File: src/rtl/pfc_rx_pkg.sv
// Shared constants and types for the pause/PFC receive monitor.
package pfc_rx_pkg;
    localparam int          QW         = 16;
    localparam logic [15:0] CTRL_TYPE  = 16'h8808;
    localparam logic [15:0] OP_CLASSIC = 16'h0001;
    localparam logic [15:0] OP_CLASS   = 16'h0101;
    localparam logic [47:0] DA_DEFAULT = 48'h0180_C200_0001;
    localparam int          FLD_BASE   = 12;  // byte offset of the type field
    localparam int          FLD_TYPE   = 0;
    localparam int          FLD_OP     = 1;
    localparam int          FLD_W0     = 2;   // class vector or classic quanta
    localparam int          FLD_Q0     = 3;   // first per-class quanta

    typedef enum logic [1:0] {
        KIND_NONE    = 2'd0,
        KIND_CLASSIC = 2'd1,
        KIND_CLASS   = 2'd2
    } frame_kind_e;
endpackage

File: src/rtl/pfc_rx_parser.sv
// Byte-stream parser. Counts bytes from the start marker, compares the
// destination address on the fly, captures the 16-bit fields from byte 12
// onward, and at the end byte emits a one-cycle result when the frame is a
// well-formed control frame.
// Assumes: MIN_LEN covers the whole captured header (>= 34) and LEN_W can
// hold MIN_LEN; the counter saturates on very long frames.
module pfc_rx_parser
    import pfc_rx_pkg::*;
#(
    parameter int CLASSES = 8,
    parameter int MIN_LEN = 64,
    parameter int LEN_W   = 12
) (
    input  logic                  clk,
    input  logic                  rst_n,
    input  logic                  rx_valid,
    input  logic [7:0]            rx_data,
    input  logic                  rx_sof,
    input  logic                  rx_eof,
    input  logic                  rx_err,
    input  logic [47:0]           cfg_da,
    output frame_kind_e           res_kind,
    output logic [CLASSES-1:0]    res_vec,
    output logic [CLASSES*QW-1:0] res_q,
    output logic [QW-1:0]         res_classic_q
);
    localparam int NFLD    = FLD_Q0 + CLASSES;
    localparam int FLD_END = FLD_BASE + 2 * NFLD;
    localparam int FI_W    = $clog2(NFLD);
    localparam logic [LEN_W-1:0] CNT_MAX = '1;

    logic             in_frame_q;
    logic [LEN_W-1:0] cnt_q;
    logic [LEN_W-1:0] idx;
    logic [LEN_W-1:0] rel;
    logic [FI_W-1:0]  slot;
    logic             beat;
    logic             fld_hit;
    logic             da_pos_hit;
    logic [2:0]       da_pos;
    logic [7:0]       da_exp;
    logic             da_ok_q;
    logic [LEN_W:0]   len_now;
    logic             len_ok;
    logic             frame_ok;
    logic [15:0]      fld_q [NFLD];

    // Byte position decode for the current beat.
    always_comb begin
        beat       = rx_valid && (rx_sof || in_frame_q);
        idx        = rx_sof ? '0 : cnt_q;
        rel        = idx - LEN_W'(FLD_BASE);
        slot       = rel[FI_W:1];
        fld_hit    = (idx >= LEN_W'(FLD_BASE)) && (idx < LEN_W'(FLD_END));
        da_pos_hit = idx < LEN_W'(6);
        da_pos     = 3'd5 - idx[2:0];
        da_exp     = cfg_da[{da_pos, 3'b000} +: 8];
        len_now    = {1'b0, idx} + (LEN_W+1)'(1);
        len_ok     = len_now >= (LEN_W+1)'(MIN_LEN);
    end

    // End-of-frame acceptance decision.
    always_comb begin
        frame_ok = beat && rx_eof && !rx_err && len_ok && da_ok_q &&
                   (fld_q[FLD_TYPE] == CTRL_TYPE);
    end

    // Frame tracking and byte counter.
    always_ff @(posedge clk) begin
        if (!rst_n) begin
            in_frame_q <= 1'b0;
            cnt_q      <= '0;
        end else if (beat) begin
            in_frame_q <= !rx_eof;
            cnt_q      <= (idx == CNT_MAX) ? idx : idx + LEN_W'(1);
        end
    end

    // Running destination address comparison over bytes 0..5.
    always_ff @(posedge clk) begin
        if (!rst_n) begin
            da_ok_q <= 1'b0;
        end else if (beat && da_pos_hit) begin
            da_ok_q <= (rx_sof || da_ok_q) && (rx_data == da_exp);
        end
    end

    // Capture of the big-endian 16-bit header fields.
    always_ff @(posedge clk) begin
        if (!rst_n) begin
            for (int i = 0; i < NFLD; i++) fld_q[i] <= '0;
        end else if (beat && fld_hit) begin
            if (!rel[0]) fld_q[slot][15:8] <= rx_data;
            else         fld_q[slot][7:0]  <= rx_data;
        end
    end

    // Result pulse and held quanta for accepted frames.
    always_ff @(posedge clk) begin
        if (!rst_n) begin
            res_kind      <= KIND_NONE;
            res_vec       <= '0;
            res_q         <= '0;
            res_classic_q <= '0;
        end else begin
            res_kind <= KIND_NONE;
            if (frame_ok && fld_q[FLD_OP] == OP_CLASS) begin
                res_kind <= KIND_CLASS;
                res_vec  <= fld_q[FLD_W0][CLASSES-1:0];
                for (int k = 0; k < CLASSES; k++)
                    res_q[k*QW +: QW] <= fld_q[FLD_Q0 + k];
            end else if (frame_ok && fld_q[FLD_OP] == OP_CLASSIC) begin
                res_kind      <= KIND_CLASSIC;
                res_classic_q <= fld_q[FLD_W0];
            end
        end
    end
endmodule

File: src/rtl/pfc_rx_timer.sv
// Pause countdown. Loads a quanta, decrements once per tick down to zero,
// and reports busy while nonzero. A load wins over a tick in the same cycle.
module pfc_rx_timer #(
    parameter int W = 16
) (
    input  logic         clk,
    input  logic         rst_n,
    input  logic         load,
    input  logic [W-1:0] load_val,
    input  logic         tick,
    output logic         busy
);
    logic [W-1:0] cnt_q;

    // Countdown register.
    always_ff @(posedge clk) begin
        if (!rst_n)                      cnt_q <= '0;
        else if (load)                   cnt_q <= load_val;
        else if (tick && cnt_q != '0)    cnt_q <= cnt_q - W'(1);
    end

    assign busy = cnt_q != '0;
endmodule

File: src/rtl/pfc_rx_monitor.sv
// Top of the pause/PFC receive monitor. Joins the parser result with the
// per-class enables and the stop control, and keeps one countdown per class
// plus one for classic pause.
// Assumes: configuration inputs are quasi-static while frames arrive.
module pfc_rx_monitor
    import pfc_rx_pkg::*;
#(
    parameter int CLASSES = 8,
    parameter int MIN_LEN = 64,
    parameter int LEN_W   = 12
) (
    input  logic                  clk,
    input  logic                  rst_n,
    input  logic                  rx_valid,
    input  logic [7:0]            rx_data,
    input  logic                  rx_sof,
    input  logic                  rx_eof,
    input  logic                  rx_err,
    input  logic                  tick,
    input  logic [31:0]           cfg_da_lo,
    input  logic [15:0]           cfg_da_hi,
    input  logic [CLASSES-1:0]    cfg_class_en,
    input  logic                  cfg_pause_stop,
    output logic                  tx_stop,
    output logic [CLASSES-1:0]    cls_dur_valid,
    output logic [CLASSES*QW-1:0] cls_dur_quanta,
    output logic [CLASSES-1:0]    cls_paused
);
    frame_kind_e        res_kind;
    logic [CLASSES-1:0] res_vec;
    logic [QW-1:0]      res_classic_q;
    logic               classic_load;

    pfc_rx_parser #(
        .CLASSES (CLASSES),
        .MIN_LEN (MIN_LEN),
        .LEN_W   (LEN_W)
    ) u_parser (
        .clk           (clk),
        .rst_n         (rst_n),
        .rx_valid      (rx_valid),
        .rx_data       (rx_data),
        .rx_sof        (rx_sof),
        .rx_eof        (rx_eof),
        .rx_err        (rx_err),
        .cfg_da        ({cfg_da_hi, cfg_da_lo}),
        .res_kind      (res_kind),
        .res_vec       (res_vec),
        .res_q         (cls_dur_quanta),
        .res_classic_q (res_classic_q)
    );

    // Per-class report gating.
    always_comb begin
        cls_dur_valid = (res_kind == KIND_CLASS) ? (res_vec & cfg_class_en) : '0;
        classic_load  = (res_kind == KIND_CLASSIC) && cfg_pause_stop;
    end

    for (genvar k = 0; k < CLASSES; k++) begin : g_cls
        pfc_rx_timer #(.W(QW)) u_tmr (
            .clk      (clk),
            .rst_n    (rst_n),
            .load     (cls_dur_valid[k]),
            .load_val (cls_dur_quanta[k*QW +: QW]),
            .tick     (tick),
            .busy     (cls_paused[k])
        );
    end

    pfc_rx_timer #(.W(QW)) u_classic (
        .clk      (clk),
        .rst_n    (rst_n),
        .load     (classic_load),
        .load_val (res_classic_q),
        .tick     (tick),
        .busy     (tx_stop)
    );
endmodule

File: config.mk
export PLATFORM = sky130hd
export DESIGN_NAME = pfc_rx_monitor
export DESIGN_NICKNAME = d
export VERILOG_FILES = /design/src/rtl/pfc_rx_pkg.sv /design/src/rtl/pfc_rx_parser.sv /design/src/rtl/pfc_rx_timer.sv /design/src/rtl/pfc_rx_monitor.sv
export SDC_FILE = /design/constraint.sdc
export NUM_CORES = 1
export LEC_CHECK = 0
export BUFFER_PORTS_ARGS = -buffer_cell sky130_fd_sc_hd__buf_2
export CAP_MARGIN = 20
export CELL_PAD_IN_SITES_DETAIL_PLACEMENT = 0
export CELL_PAD_IN_SITES_GLOBAL_PLACEMENT = 1
export CORE_ASPECT_RATIO = 1.1
export CORE_MARGIN = 2
export CORE_UTILIZATION = 41
export CTS_BUF_LIST = sky130_fd_sc_hd__clkbuf_16
export DETAILED_ROUTE_END_ITERATION = 8
export PLACE_DENSITY_LB_ADDON = 0.05
export SYNTH_ARGS = -nofsm -noshare
export SYNTH_HDL_FRONTEND = slang
export SYNTH_SLANG_ARGS = --single-unit
File: constraint.sdc
create_clock -name clk -period 3.8 [get_ports clk]
set_clock_uncertainty 0.15 [all_clocks]
set_input_delay 0.95 -clock clk [delete_from_list [all_inputs] [get_ports clk]]
set_output_delay 0.95 -clock clk [all_outputs]
set_load 0.03 [all_outputs]
==> results_tabular.tex <==
\begin{tabular}{lr}
\hline
Metric & Value \\
\hline
\multicolumn{2}{l}{\textbf{Outcome}} \\
Result of the run & completed \\
\multicolumn{2}{l}{\textbf{Placement}} \\
Number of placed cells counting well taps & 3254 \\
Count of buffers from port buffering & 216 \\
Pre-CTS WS & -63.0 ps \\
Detailed Place HPWL & 40800 um \\
Global placement routability congestion & 0.846 \\
\multicolumn{2}{l}{\textbf{Synth}} \\
Cell types with the largest area share after synthesis & sky130\_fd\_sc\_hd\_\_dfxtp\_1 29\%, sky130\_fd\_sc\_hd\_\_edfxtp\_1 22\%, sky130\_fd\_sc\_hd\_\_mux2i\_1 7.2\% \\
FFs w/ async S/R, synth & 0 \\
Part of the Yosys area used for sequential elements & 0.511 \\
Area share of the largest cell type after synthesis & 0.295 \\
Number of instances in the synthesized netlist & 2392 \\
Average instance area after synthesis & 9.31 sq um \\
Count of synthesis-stage warnings from yosys & 0 \\
Library cell with the largest summed area after synthesis & sky130\_fd\_sc\_hd\_\_dfxtp\_1 \\
Area of the mapped netlist & 22300 sq um \\
Net count after synthesis & 2481 \\
Most used standard cells in the synthesized netlist & 413 x sky130\_fd\_sc\_hd\_\_nand2\_1, 328 x sky130\_fd\_sc\_hd\_\_dfxtp\_1, 244 x sky130\_fd\_sc\_hd\_\_nor2\_1 \\
Dominant cell by count in the synthesized netlist & sky130\_fd\_sc\_hd\_\_nand2\_1 \\
Count of state elements after synthesis & 488 \\
Post-synth EDFFs & 160 \\
Commonest register cell after synthesis & sky130\_fd\_sc\_hd\_\_dfxtp\_1 \\
Post-synthesis cell type count & 81 \\
\multicolumn{2}{l}{\textbf{STA}} \\
Max Slew Vio Count & 0 \\
Max Clk Rate & 270 MHz \\
Slack of the critical path & 97.0 ps \\
Normalized max-slew margin & 0.469 \\
Setup Total Neg Slack & 0 ps \\
Worst Tran Pin Value & 784 ps \\
Final count of negative-setup-slack endpoints & 0 \\
Portion of the clock cycle consumed by the worst path in the final layout & 0.974 \\
Final Critical Period & 3700 ps \\
Unrepaired setup endpoints after global routing & false \\
Final Hold Fails & 0 \\
\multicolumn{2}{l}{\textbf{Hold path}} \\
Min-Delay Path Class & flip-flop to flip-flop \\
WHS Path Cells & 2 \\
\multicolumn{2}{l}{\textbf{Finish}} \\
Fraction of final layout cells with drive strength greater than 1 & 0.158 \\
Layout Nets & 2669 \\
Fraction of the core area covered by cells at the end of the flow & 0.486 \\
Final non-filler cell total & 3352 \\
Area overhead of the layout relative to synthesis & 17.3\% \\
ANT cells & 0 \\
\multicolumn{2}{l}{\textbf{Global routing}} \\
Global-route usage over all layers & 0.212 \\
Initial antenna violation count & 1 \\
Vias in the first global route & 17071 \\
Final global-route overflow total & 0 \\
Global-route wire length before repair & 94000 um \\
Largest net degree at the start of global routing & 154 \\
\multicolumn{2}{l}{\textbf{Critical path}} \\
CP max FO & 5 \\
Endpoint type of the worst setup path & output pin \\
Worst reg2reg path depth & 11 \\
Data required time of the critical path & 2700 ps \\
Worst setup path class & flip-flop to output pin \\
Critical path data arrival time & 2600 ps \\
Largest stage delay, worst path & 590 ps \\
Critical path's slowest cell & sky130\_fd\_sc\_hd\_\_or4\_4 \\
Cell breakdown of the critical path & or4\_4 -> nor4\_2 -> buf\_4 -> or4b\_2 -> buf\_2 \\
Critical Path Source Type & flip-flop \\
\multicolumn{2}{l}{\textbf{Die}} \\
Y dimension of the die & 248 um \\
Placement row count & 89 \\
Die X-Extent & 226 um \\
Ports placed on the boundary & 217 \\
Area of the die & 56200 sq um \\
Initial standard-cell utilization of the core & 0.415 \\
Placeable Area & 53700 sq um \\
\multicolumn{2}{l}{\textbf{Clock tree}} \\
Clock transition at the register clock pins on the worst setup and hold paths after CTS & 70 ps \\
TritonCTS clock tree & yes \\
Master cell of the clock root buffer & sky130\_fd\_sc\_hd\_\_clkbuf\_16 \\
Maximum level of the CTS H-tree & 2 \\
Number of buffers created by CTS & 52 \\
Sink count of the clock tree & 488 \\
Clock latency at the later pin of the worst-skew pair & 600 ps \\
Buffer levels on the longest clock path & 3 \\
\multicolumn{2}{l}{\textbf{Drt}} \\
Post-detailed-route wirelength per cell & 18.0 um \\
ANT nets after route & 0 \\
Met2 wirelength from detailed routing & 28900 um \\
Routed wire length on met3 & 2570 um \\
Number of remaining DRC errors & 0 \\
Vias post-DR & 17406 \\
Top metal layer carrying routed signals & met4 \\
Final wirelength & 60300 um \\
Vias per cell & 5.19 \\
First-pass iteration count of the detailed router & 4 \\
Routed length on met1 & 27800 um \\
Detailed router's first-iteration violation count & 1008 \\
\multicolumn{2}{l}{\textbf{Pwr}} \\
Leakage power summed over all cells & 9.81 nW \\
Worst vdd ir & 348 uV \\
Total power consumption of the routed design & 15.9 mW \\
Power per Cell Area & 607 nW/um\^{}2 \\
\multicolumn{2}{l}{\textbf{Run}} \\
Number of max-capacitance violations reported & 0 \\
\hline
\end{tabular}
## kinds of logic (layout without fill, tap and decap cells)
family / after synthesis / count (layout) / share of synthesized area
buffers and inverters: 228 / 460 / 0.0450
AO/OA/AOI/OAI: 418 / 418 / 0.112
XOR/XNOR: 117 / 117 / 0.0460
flip-flops: 488 / 488 / 0.511
adder cells (fa/ha/maj): 17 / 17 / 0.00956
multiplexers: 170 / 170 / 0.0770
AND/OR/NAND/NOR: 954 / 954 / 0.200
## worst max-delay path: cells and delay by family, from the launching register on
kind	cells	cell delay (ps)
and+or+nand+nor	3	1320
buffers and inverters	2	360
DFF	1	340
## flip-flops by register name, summed over array words and instances, names as in the netlist
name	flops
g_cls.u_tmr.cnt_q	128
u_classic.cnt_q	16
u_parser.cnt_q	12
u_parser.da_ok_q	1
u_parser.fld_q	176
u_parser.in_frame_q	1
u_parser.res_classic_q	16
u_parser.res_kind	2
u_parser.res_q	128
u_parser.res_vec	8
## final timing paths
path,startpoint,to,slack [ps]
min,u_parser.fld_q[10][7]$_SDFFE_PN0P_,u_parser.fld_q[10][7]$_SDFFE_PN0P_,300
max,g_cls[3].u_tmr.cnt_q[2]$_SDFFE_PN0P_,cls_paused[3],100
max reg2reg,u_parser.cnt_q[2]$_SDFFE_PN0P_,u_parser.res_q[29]$_SDFFE_PN0P_,670
min reg2reg,u_parser.fld_q[10][7]$_SDFFE_PN0P_,u_parser.fld_q[10][7]$_SDFFE_PN0P_,300
## layout by cell type, fill, tap and decap left out, drive strengths merged, types with 15 or more instances in the layout
master  netlist  routed
nand4        15      15
nor2        244     244
nor2b        15      15
a211oi       27      27
xor2         46      46
a31oi        19      19
inv          62      75
or4          23      23
clkbuf      127      55
o22ai        20      20
a21oi       136     136
xnor2        71      71
buf          38     299
nand3        49      49
mux2i       160     160
nand3b       18      18
o21ai       144     144
clkinv        1      25
ha           17      17
nand2       413     413
edfxtp      160     160
nor3         44      44
nor4         32      32
dfxtp       328     328
or3          15      15
## layer usage
layer  global-route usage  vias to the layer above
li1                     -                     8771
met1                0.281                     8241
met2                0.360                      329
met3               0.0351                       65
met4               0.0553                        0
met5                    0                        -
## area by class of cell
type | count | area, sq um
fill | 5213 | 27600
sequential | 488 | 11400
multi-input combinational | 1676 | 9950
timing repair buffer | 299 | 1910
clock buffer | 55 | 1380
tap | 728 | 911
clock inverter | 43 | 339
inverter | 63 | 238
## metrics by stage
step / hold slack, ps / instance area [sq um]
floorplan: 279 / 22300
global placement: 293 / 24400
detailed placement: 295 / 24400
CTS: 306 / 26100
global route: 323 / 26100
finish: 302 / 26100
## power by group
group | total (mW) | switching (mW) | internal, mW
sequential | 6.48 | 0.503 | 5.98
clock | 5.10 | 2.15 | 2.95
combinational | 4.27 | 2.41 | 1.85
## repair_timing
action / CTS / global route
buffers inserted: 0 / 0
setup endpoints to repair: 2 / 1
hold buffers: 0 / 0
hold endpoints to repair: 0 / 0
gates resized for setup: 2 / 1
Note: power is estimated with default switching activity, not from simulation.
